$ cat config.mk
export PLATFORM = sky130hd
export DESIGN_NAME = cfgp_bank
export DESIGN_NICKNAME = d
export VERILOG_FILES = /design/src/rtl/cfgp_pkg.sv /design/src/rtl/cfgp_index_reg.sv /design/src/rtl/cfgp_gate.sv /design/src/rtl/cfgp_smm_window.sv /design/src/rtl/cfgp_bank.sv
export SDC_FILE = /design/constraint.sdc
export NUM_CORES = 1
export LEC_CHECK = 0
export BUFFER_PORTS_ARGS = -buffer_cell sky130_fd_sc_hd__buf_2
export CORE_MARGIN = 8
export CORE_UTILIZATION = 55
export DETAILED_ROUTE_END_ITERATION = 12
export PLACE_DENSITY = 0.8
export SYNTH_ARGS = -nofsm -noshare
export SYNTH_HDL_FRONTEND = slang
export SYNTH_SLANG_ARGS = --single-unit
export TNS_END_PERCENT = 50
$ cat constraint.sdc
create_clock -name clk -period 7.4 [get_ports clk]
set_input_delay 2.22 -clock clk [delete_from_list [all_inputs] [get_ports clk]]
set_output_delay 2.22 -clock clk [all_outputs]
set_load 0.01 [all_outputs]
$ cat src/rtl/cfgp_pkg.sv
package cfgp_pkg;

    localparam int BYTE_W   = 8;
    localparam int WIN_AW   = 32;
    localparam int SIZE_W   = WIN_AW + 1;

    localparam logic [7:0] IX_SCRATCH = 8'h30;
    localparam logic [7:0] IX_CTL0    = 8'hC0;
    localparam logic [7:0] IX_CTL1    = 8'hC1;
    localparam logic [7:0] IX_CTL2    = 8'hC2;
    localparam logic [7:0] IX_CTL3    = 8'hC3;
    localparam logic [7:0] IX_RGN_LO  = 8'hC4;
    localparam logic [7:0] IX_WIN_HI  = 8'hCD;
    localparam logic [7:0] IX_WIN_LO  = 8'hCF;
    localparam logic [7:0] IX_RGN_MID = 8'hD0;
    localparam logic [7:0] IX_RGN_TOP = 8'hDB;
    localparam logic [7:0] IX_RCT_LO  = 8'hDC;
    localparam logic [7:0] IX_RCT_HI  = 8'hE3;
    localparam logic [7:0] IX_CTL4    = 8'hE8;
    localparam logic [7:0] IX_CTL5    = 8'hE9;
    localparam logic [7:0] IX_CTL6    = 8'hEA;
    localparam logic [7:0] IX_CTL7    = 8'hEB;
    localparam logic [7:0] IX_ID_LO   = 8'hFE;
    localparam logic [7:0] IX_ID_HI   = 8'hFF;

    localparam logic [7:0] C1_KEEP    = 8'h86;
    localparam logic [7:0] C7_MASK    = 8'h05;
    localparam logic [3:0] MAP_KEY    = 4'h1;
    localparam int         C1_SMAC    = 2;
    localparam int         C5_RGN_EN  = 5;
    localparam logic [7:0] BLOCK_VAL  = 8'hFF;

    typedef enum logic [3:0] {
        RC_NONE,
        RC_SCRATCH,
        RC_PLAIN,
        RC_CTL1,
        RC_CTL3,
        RC_RGN_BASIC,
        RC_RGN_WIN,
        RC_RGN_MAPPED,
        RC_RCTL,
        RC_MAPPED,
        RC_CTL7,
        RC_ID
    } reg_class_e;

    typedef struct packed {
        logic locked;
        logic in_smm;
        logic map_on;
        logic rgn_on;
    } gate_ctx_t;

    function automatic reg_class_e classify(input logic [7:0] ix);
        reg_class_e c;
        c = RC_NONE;
        if (ix == IX_SCRATCH)                            c = RC_SCRATCH;
        else if (ix == IX_CTL0 || ix == IX_CTL2)         c = RC_PLAIN;
        else if (ix == IX_CTL1)                          c = RC_CTL1;
        else if (ix == IX_CTL3)                          c = RC_CTL3;
        else if (ix >= IX_RGN_LO && ix < IX_WIN_HI)      c = RC_RGN_BASIC;
        else if (ix >= IX_WIN_HI && ix <= IX_WIN_LO)     c = RC_RGN_WIN;
        else if (ix >= IX_RGN_MID && ix <= IX_RGN_TOP)   c = RC_RGN_MAPPED;
        else if (ix >= IX_RCT_LO && ix <= IX_RCT_HI)     c = RC_RCTL;
        else if (ix >= IX_CTL4 && ix <= IX_CTL6)         c = RC_MAPPED;
        else if (ix == IX_CTL7)                          c = RC_CTL7;
        else if (ix == IX_ID_LO || ix == IX_ID_HI)       c = RC_ID;
        return c;
    endfunction

    function automatic logic [SIZE_W-1:0] win_size(input logic [3:0] code);
        logic [SIZE_W-1:0] s;
        if (code == 4'h0)      s = '0;
        else if (code == 4'hF) s = {1'b1, {WIN_AW{1'b0}}};
        else                   s = SIZE_W'(2048) << code;
        return s;
    endfunction

endpackage

$ cat src/rtl/cfgp_index_reg.sv
module cfgp_index_reg
    import cfgp_pkg::*;
(
    input  logic              clk,
    input  logic              rst,
    input  logic              load,
    input  logic [BYTE_W-1:0] din,
    output logic [BYTE_W-1:0] ix
);
    always_ff @(posedge clk) begin
        if (rst)       ix <= '0;
        else if (load) ix <= din;
    end
endmodule

$ cat src/rtl/cfgp_gate.sv
module cfgp_gate
    import cfgp_pkg::*;
(
    input  reg_class_e cls,
    input  gate_ctx_t  ctx,
    output logic       rd_ok,
    output logic       wr_ok
);
    logic win_open;
    assign win_open = ctx.rgn_on || !ctx.locked || ctx.in_smm;

    always_comb begin
        rd_ok = 1'b0;
        wr_ok = 1'b0;
        unique case (cls)
            RC_SCRATCH, RC_PLAIN, RC_CTL1, RC_CTL3, RC_CTL7: begin
                rd_ok = 1'b1;
                wr_ok = 1'b1;
            end
            RC_RGN_BASIC: begin
                rd_ok = ctx.rgn_on;
                wr_ok = ctx.rgn_on;
            end
            RC_RGN_WIN: begin
                rd_ok = win_open;
                wr_ok = win_open;
            end
            RC_RGN_MAPPED: begin
                rd_ok = ctx.rgn_on && ctx.map_on;
                wr_ok = ctx.rgn_on && ctx.map_on;
            end
            RC_RCTL, RC_MAPPED: begin
                rd_ok = ctx.map_on;
                wr_ok = ctx.map_on;
            end
            RC_ID: begin
                rd_ok = 1'b1;
                wr_ok = 1'b0;
            end
            default: begin
                rd_ok = 1'b0;
                wr_ok = 1'b0;
            end
        endcase
    end
endmodule

$ cat src/rtl/cfgp_smm_window.sv
module cfgp_smm_window
    import cfgp_pkg::*;
(
    input  logic [BYTE_W-1:0] b_hi,
    input  logic [BYTE_W-1:0] b_mid,
    input  logic [BYTE_W-1:0] b_lo,
    output logic [WIN_AW-1:0] base,
    output logic [SIZE_W-1:0] size
);
    localparam int LOW_ZERO = WIN_AW - 2*BYTE_W - 4;

    assign base = {b_hi, b_mid, b_lo[7:4], {LOW_ZERO{1'b0}}};
    assign size = win_size(b_lo[3:0]);
endmodule

$ cat src/rtl/cfgp_bank.sv
module cfgp_bank
    import cfgp_pkg::*;
#(
    parameter int          NUM_RGN   = 24,
    parameter int          NUM_RCTL  = 8,
    parameter logic [7:0]  DEV_ID_LO = 8'h51,
    parameter logic [7:0]  DEV_ID_HI = 8'h17
) (
    input  logic              clk,
    input  logic              rst,
    input  logic              bus_wr,
    input  logic              bus_odd,
    input  logic [7:0]        bus_wdata,
    input  logic              smm_active,
    output logic [7:0]        rd_data,
    output logic [31:0]       smm_base,
    output logic [32:0]       smm_size,
    output logic              hdr_inval,
    output logic              smac_chg,
    output logic              smac_val
);
    localparam int RGN_OW  = $clog2(NUM_RGN);
    localparam int RCTL_OW = $clog2(NUM_RCTL);
    localparam int WIN_OFF = int'(IX_WIN_HI - IX_RGN_LO);

    logic [BYTE_W-1:0] ix_q;
    logic              ix_load, dat_wr;

    assign ix_load = bus_wr && !bus_odd;
    assign dat_wr  = bus_wr &&  bus_odd;

    cfgp_index_reg u_ix (
        .clk (clk),
        .rst (rst),
        .load(ix_load),
        .din (bus_wdata),
        .ix  (ix_q)
    );

    logic [7:0] scr_q, ctl0_q, ctl1_q, ctl2_q, ctl3_q;
    logic [7:0] ctl4_q, ctl5_q, ctl6_q;
    logic [1:0] ctl7_q;
    logic [NUM_RGN-1:0][7:0]  rgn_q;
    logic [NUM_RCTL-1:0][7:0] rct_q;
    logic hdr_q, smac_q;

    reg_class_e cls;
    gate_ctx_t  ctx;
    logic       rd_ok, wr_ok;
    logic [7:0] rgn_diff, rct_diff;
    logic [RGN_OW-1:0]  rgn_off;
    logic [RCTL_OW-1:0] rct_off;

    assign cls        = classify(ix_q);
    assign ctx.locked = ctl3_q[0];
    assign ctx.in_smm = smm_active;
    assign ctx.map_on = (ctl3_q[7:4] == MAP_KEY);
    assign ctx.rgn_on = ctl5_q[C5_RGN_EN];
    assign rgn_diff   = ix_q - IX_RGN_LO;
    assign rct_diff   = ix_q - IX_RCT_LO;
    assign rgn_off    = rgn_diff[RGN_OW-1:0];
    assign rct_off    = rct_diff[RCTL_OW-1:0];

    cfgp_gate u_gate (
        .cls  (cls),
        .ctx  (ctx),
        .rd_ok(rd_ok),
        .wr_ok(wr_ok)
    );

    logic       do_wr, guard;
    logic [7:0] ctl1_nx, ctl3_nx;

    assign do_wr = dat_wr && wr_ok;
    assign guard = ctx.locked && !smm_active;

    always_comb begin
        ctl1_nx = bus_wdata;
        ctl3_nx = bus_wdata;
        if (guard) begin
            ctl1_nx = (bus_wdata & ~C1_KEEP) | (ctl1_q & C1_KEEP);
            ctl3_nx = {bus_wdata[7:2], ctl3_q[1], 1'b1};
        end
    end

    always_ff @(posedge clk) begin
        if (rst) begin
            scr_q  <= 8'hFF;
            ctl0_q <= '0;
            ctl1_q <= '0;
            ctl2_q <= '0;
            ctl3_q <= '0;
            ctl4_q <= 8'h80;
            ctl5_q <= '0;
            ctl6_q <= '0;
            ctl7_q <= '0;
            rgn_q  <= '0;
            rct_q  <= '0;
            hdr_q  <= 1'b0;
            smac_q <= 1'b0;
        end else begin
            hdr_q  <= do_wr && (cls == RC_RGN_WIN);
            smac_q <= do_wr && (cls == RC_CTL1) && (ctl1_nx[C1_SMAC] != ctl1_q[C1_SMAC]);
            if (do_wr) begin
                unique case (cls)
                    RC_SCRATCH: scr_q <= bus_wdata;
                    RC_PLAIN: begin
                        if (ix_q == IX_CTL0) ctl0_q <= bus_wdata;
                        else                 ctl2_q <= bus_wdata;
                    end
                    RC_CTL1: ctl1_q <= ctl1_nx;
                    RC_CTL3: ctl3_q <= ctl3_nx;
                    RC_RGN_BASIC, RC_RGN_WIN, RC_RGN_MAPPED:
                        rgn_q[rgn_off] <= bus_wdata;
                    RC_RCTL: rct_q[rct_off] <= bus_wdata;
                    RC_MAPPED: begin
                        if (ix_q == IX_CTL4)      ctl4_q <= bus_wdata;
                        else if (ix_q == IX_CTL5) ctl5_q <= bus_wdata;
                        else                      ctl6_q <= bus_wdata;
                    end
                    RC_CTL7: ctl7_q <= {bus_wdata[2], bus_wdata[0]};
                    default: ;
                endcase
            end
        end
    end

    always_comb begin
        rd_data = BLOCK_VAL;
        if (rd_ok) begin
            unique case (cls)
                RC_SCRATCH: rd_data = scr_q;
                RC_PLAIN:   rd_data = (ix_q == IX_CTL0) ? ctl0_q : ctl2_q;
                RC_CTL1:    rd_data = ctl1_q;
                RC_CTL3:    rd_data = ctl3_q;
                RC_RGN_BASIC, RC_RGN_WIN, RC_RGN_MAPPED:
                            rd_data = rgn_q[rgn_off];
                RC_RCTL:    rd_data = rct_q[rct_off];
                RC_MAPPED: begin
                    if (ix_q == IX_CTL4)      rd_data = ctl4_q;
                    else if (ix_q == IX_CTL5) rd_data = ctl5_q;
                    else                      rd_data = ctl6_q;
                end
                RC_CTL7:    rd_data = {5'b0, ctl7_q[1], 1'b0, ctl7_q[0]};
                RC_ID:      rd_data = (ix_q == IX_ID_LO) ? DEV_ID_LO : DEV_ID_HI;
                default:    rd_data = BLOCK_VAL;
            endcase
        end
    end

    cfgp_smm_window u_win (
        .b_hi (rgn_q[WIN_OFF]),
        .b_mid(rgn_q[WIN_OFF+1]),
        .b_lo (rgn_q[WIN_OFF+2]),
        .base (smm_base),
        .size (smm_size)
    );

    assign hdr_inval = hdr_q;
    assign smac_chg  = smac_q;
    assign smac_val  = ctl1_q[C1_SMAC];


    c1_keep_chk: assert property (@(posedge clk) disable iff (rst)
        (dat_wr && ix_q == IX_CTL1 && ctl3_q[0] && !smm_active)
        |=> ((ctl1_q & C1_KEEP) == ($past(ctl1_q) & C1_KEEP)));


    lock_sticky_chk: assert property (@(posedge clk) disable iff (rst)
        (ctl3_q[0] && !smm_active) |=> ctl3_q[0]);


    rctl_gate_chk: assert property (@(posedge clk) disable iff (rst)
        (dat_wr && cls == RC_RCTL && ctl3_q[7:4] != MAP_KEY) |=> $stable(rct_q));


    hdr_src_chk: assert property (@(posedge clk) disable iff (rst)
        hdr_inval |-> $past(dat_wr));


    smac_edge_chk: assert property (@(posedge clk) disable iff (rst)
        smac_chg |-> (smac_val != $past(smac_val)));

endmodule

==> impl_results.md <==
- Outcome: finished clean
- First-pass GRT wire length: 67600 um
- Sink Count: 332
- Worst IR drop on VDD: 0.155 mV
- FF-to-FF Start: u_ix.ix[2]
- Grt total ovfl: 0
- Top_reg_cell synth: dfxtp_1
- CP peak stage delay: 0.90 ns
- Max cap viols: 0
- CP Cell Sequence: inv_1 -> ha_1 -> and2_1 -> nand2_2 -> and4_1 -> a221o_1 -> a211o_4 -> mux2_2 -> nand3_1 -> buf_2
- Routed Antenna Nets: 0
- Inserted Diodes: 0
- CTS Buffer Depth: 3
- Initial antenna violation count: 0
- Core area: 29500 sq um
- Initial Util: 55.6%
- Layout Cells excl Fill: 2022
- Post-synth EDFFs: 0
- DP Cell Count: 1959
- Core Util, Final: 60.2%
- Setup CP Type: flop to primary output
- Hold slack final: 0.448 ns
- DIE HEIGHT: 189 um
- Yosys cell types: 66
- Die Area: 35600 sq um
- Met1 Track Usage GR: 29.3%
- CP max FO: 29
- CP startpoint: u_ix.ix[2]
- Vias: 12200
- Htree depth: 2
- Vias in the first global route: 12400
- Core Rows: 63
- Post-CTS sizing: 0
- Most frequent cells in the layout: dfxtp_1, nand2_1, mux2i_1, nand2b_1, a21oi_1
- GP Congestion: 0.974
- Gr busiest metal: met2
- Hold Startpoint: rct_q[56]
- PwrDens: 216 nW/um^2
- Syn avg cell area: 9.98 sq um
- Routed vias/inst: 6.02
- Commonest non-fill, non-tap cell in the layout: dfxtp_1
- Pin count of the biggest net entering global routing: 270
- Wire per inst: 20.9 um
- Final min period: 6.80 ns
- IO Port Bufs: 58
- Setup TNS Final: 0 ns
- Post-Route WL: 42300 um
- Net count, final: 1624
- Worst hold path class: flop to flop
- Max Fclk: 147 MHz
- Leak: 7.59 nW
- Clock Root Buffer: clkbuf_16
- CP delay by family, top: simple AND/OR/NAND/NOR gates
- Least-Margin Pin Slew: 1.22 ns
- Fraction of registers with async set/reset: 0%
- Cell count after synthesis: 1644
- GR Util met2: 38.8%
- Ys Warns: 0
- Synthesis-to-layout area growth: 8.12%
- # IOs: 89
- CTS Buf Count: 35
- Required time of the critical path: 5.18 ns
- Total iterations of the first detailed-routing run: 9
- Clk Latency, worst-skew pair: 0.53 ns
- Cts hold-fix bufs: 0
- Clk slew on worst S/H paths: 0.06 ns
- DP HPWL: 26900 um
- Drt first-iter violations: 1283
- Clk_skew: 0.0158 ns
- Setup crit end kind: primary output
- RSZ-0062 raised after global routing: no
- Gr usage total: 23.2%
- Share of cells above drive strength 1: 15.4%
- CTS tree: done
- Register area share after synthesis: 40.5%
- Startpoint Class: flop
- Postcts setup bufs: 0
- WP buf/inv: 2
- Mapped Area: 16400 sq um
- Die width: 189 um
- CP max stage cell: and2_1
- Pins Over Slew Limit: 0
- Final Hold Vio Count: 0
- # fillers: 2427
- Register bit total from synthesis: 332
- Total power: 3.83 mW
- Fin crit share: 91.9%
- GR Util met3: 4.23%
- Worst path arrival time: 4.58 ns
- Final setup violation count: 0
- DRC: 0
- Slew HR: 18.6%
## layer usage
| layer | part of all wire (%) | vias up |
|---|---|---|
| li1 | - | 5574 |
| met5 | 0 | - |
| met2 | 48 | 546 |
| met1 | 41 | 5957 |
| met3 | 7.6 | 104 |
| met4 | 3.3 | 0 |
## through the flow
stage	instance area (sq um)	worst slack (ns)
4_1_cts	17700	0.688
3_3_place_gp	16500	0.942
3_5_place_dp	16500	0.892
5_1_grt	17700	0.446
2_1_floorplan	16500	1.35
6_report	17700	0.603
## power by group
part / total [mW] / internal, mW / switching, mW
Sequential: 1.80 / 1.79 / 0.0130
Clock: 1.86 / 1.12 / 0.739
Combinational: 0.175 / 0.0557 / 0.120
Total: 3.83 / 2.96 / 0.872
## final timing paths
check        slack (ns)  depth (start not counted)         end
max reg2reg        3.05                          8  rgn_q[139]
min                0.45                          2   rct_q[56]
max                0.60                         10  rd_data[1]
min reg2reg        0.45                          2   rct_q[56]
## synthesized netlist by cell type (15+ instances only)
master    count  area share (%)
dfxtp_1     332              41
nand2_1     244             5.6
mux2i_1     235              14
nand2b_1    210             8.0
a21oi_1      98             3.0
clkbuf_1     94             2.2
mux4_2       79              11
nor2_1       61             1.4
buf_4        54             2.5
nand3_1      41             1.3
nor3_1       15            0.46
## final cells by class
cell class	instances	area, sq um	area share (%)
Multi-Input combinational cell	1160	8940	50.4
Clock buffer	49	988	5.57
Timing Repair Buffer	70	414	2.33
Sequential cell	332	6650	37.5
Tap cell	390	488	2.75
Inverter	7	26.3	0.148
Clock inverter	14	221	1.25
## worst reg2reg max path, stage by stage, from the launching register on
cell and delay (ns):
dfxtp_1 0.31, inv_1 0.39, ha_1 0.38, and2_1 0.90
nand2_2 0.28, a2111oi_4 0.55, a211o_4 0.54, nand4_2 0.56
mux2i_1 0.25
## sequential cells by signal (all words and copies together) (netlist names)
signal     cells
ctl4_q         8
hdr_inval      1
ctl3_q         8
rct_q         64
ctl2_q         8
ctl7_q         2
ctl1_q         8
ctl6_q         8
ctl5_q         8
scr_q          8
ctl0_q         8
smac_chg       1
rgn_q        192
u_ix.ix        8
## cells by family after synthesis
logic type      Yosys count  synth area share, %
compound gates          157                 6.02
fa+ha+maj                 5                0.381
simple gates            651                 22.0
mux                     315                 25.3
other cells               1               0.0229
buf+inv                 181                 5.71
flops                   332                 40.5
xor+xnor                  2                0.107
Power figures use the tool's default switching activity.
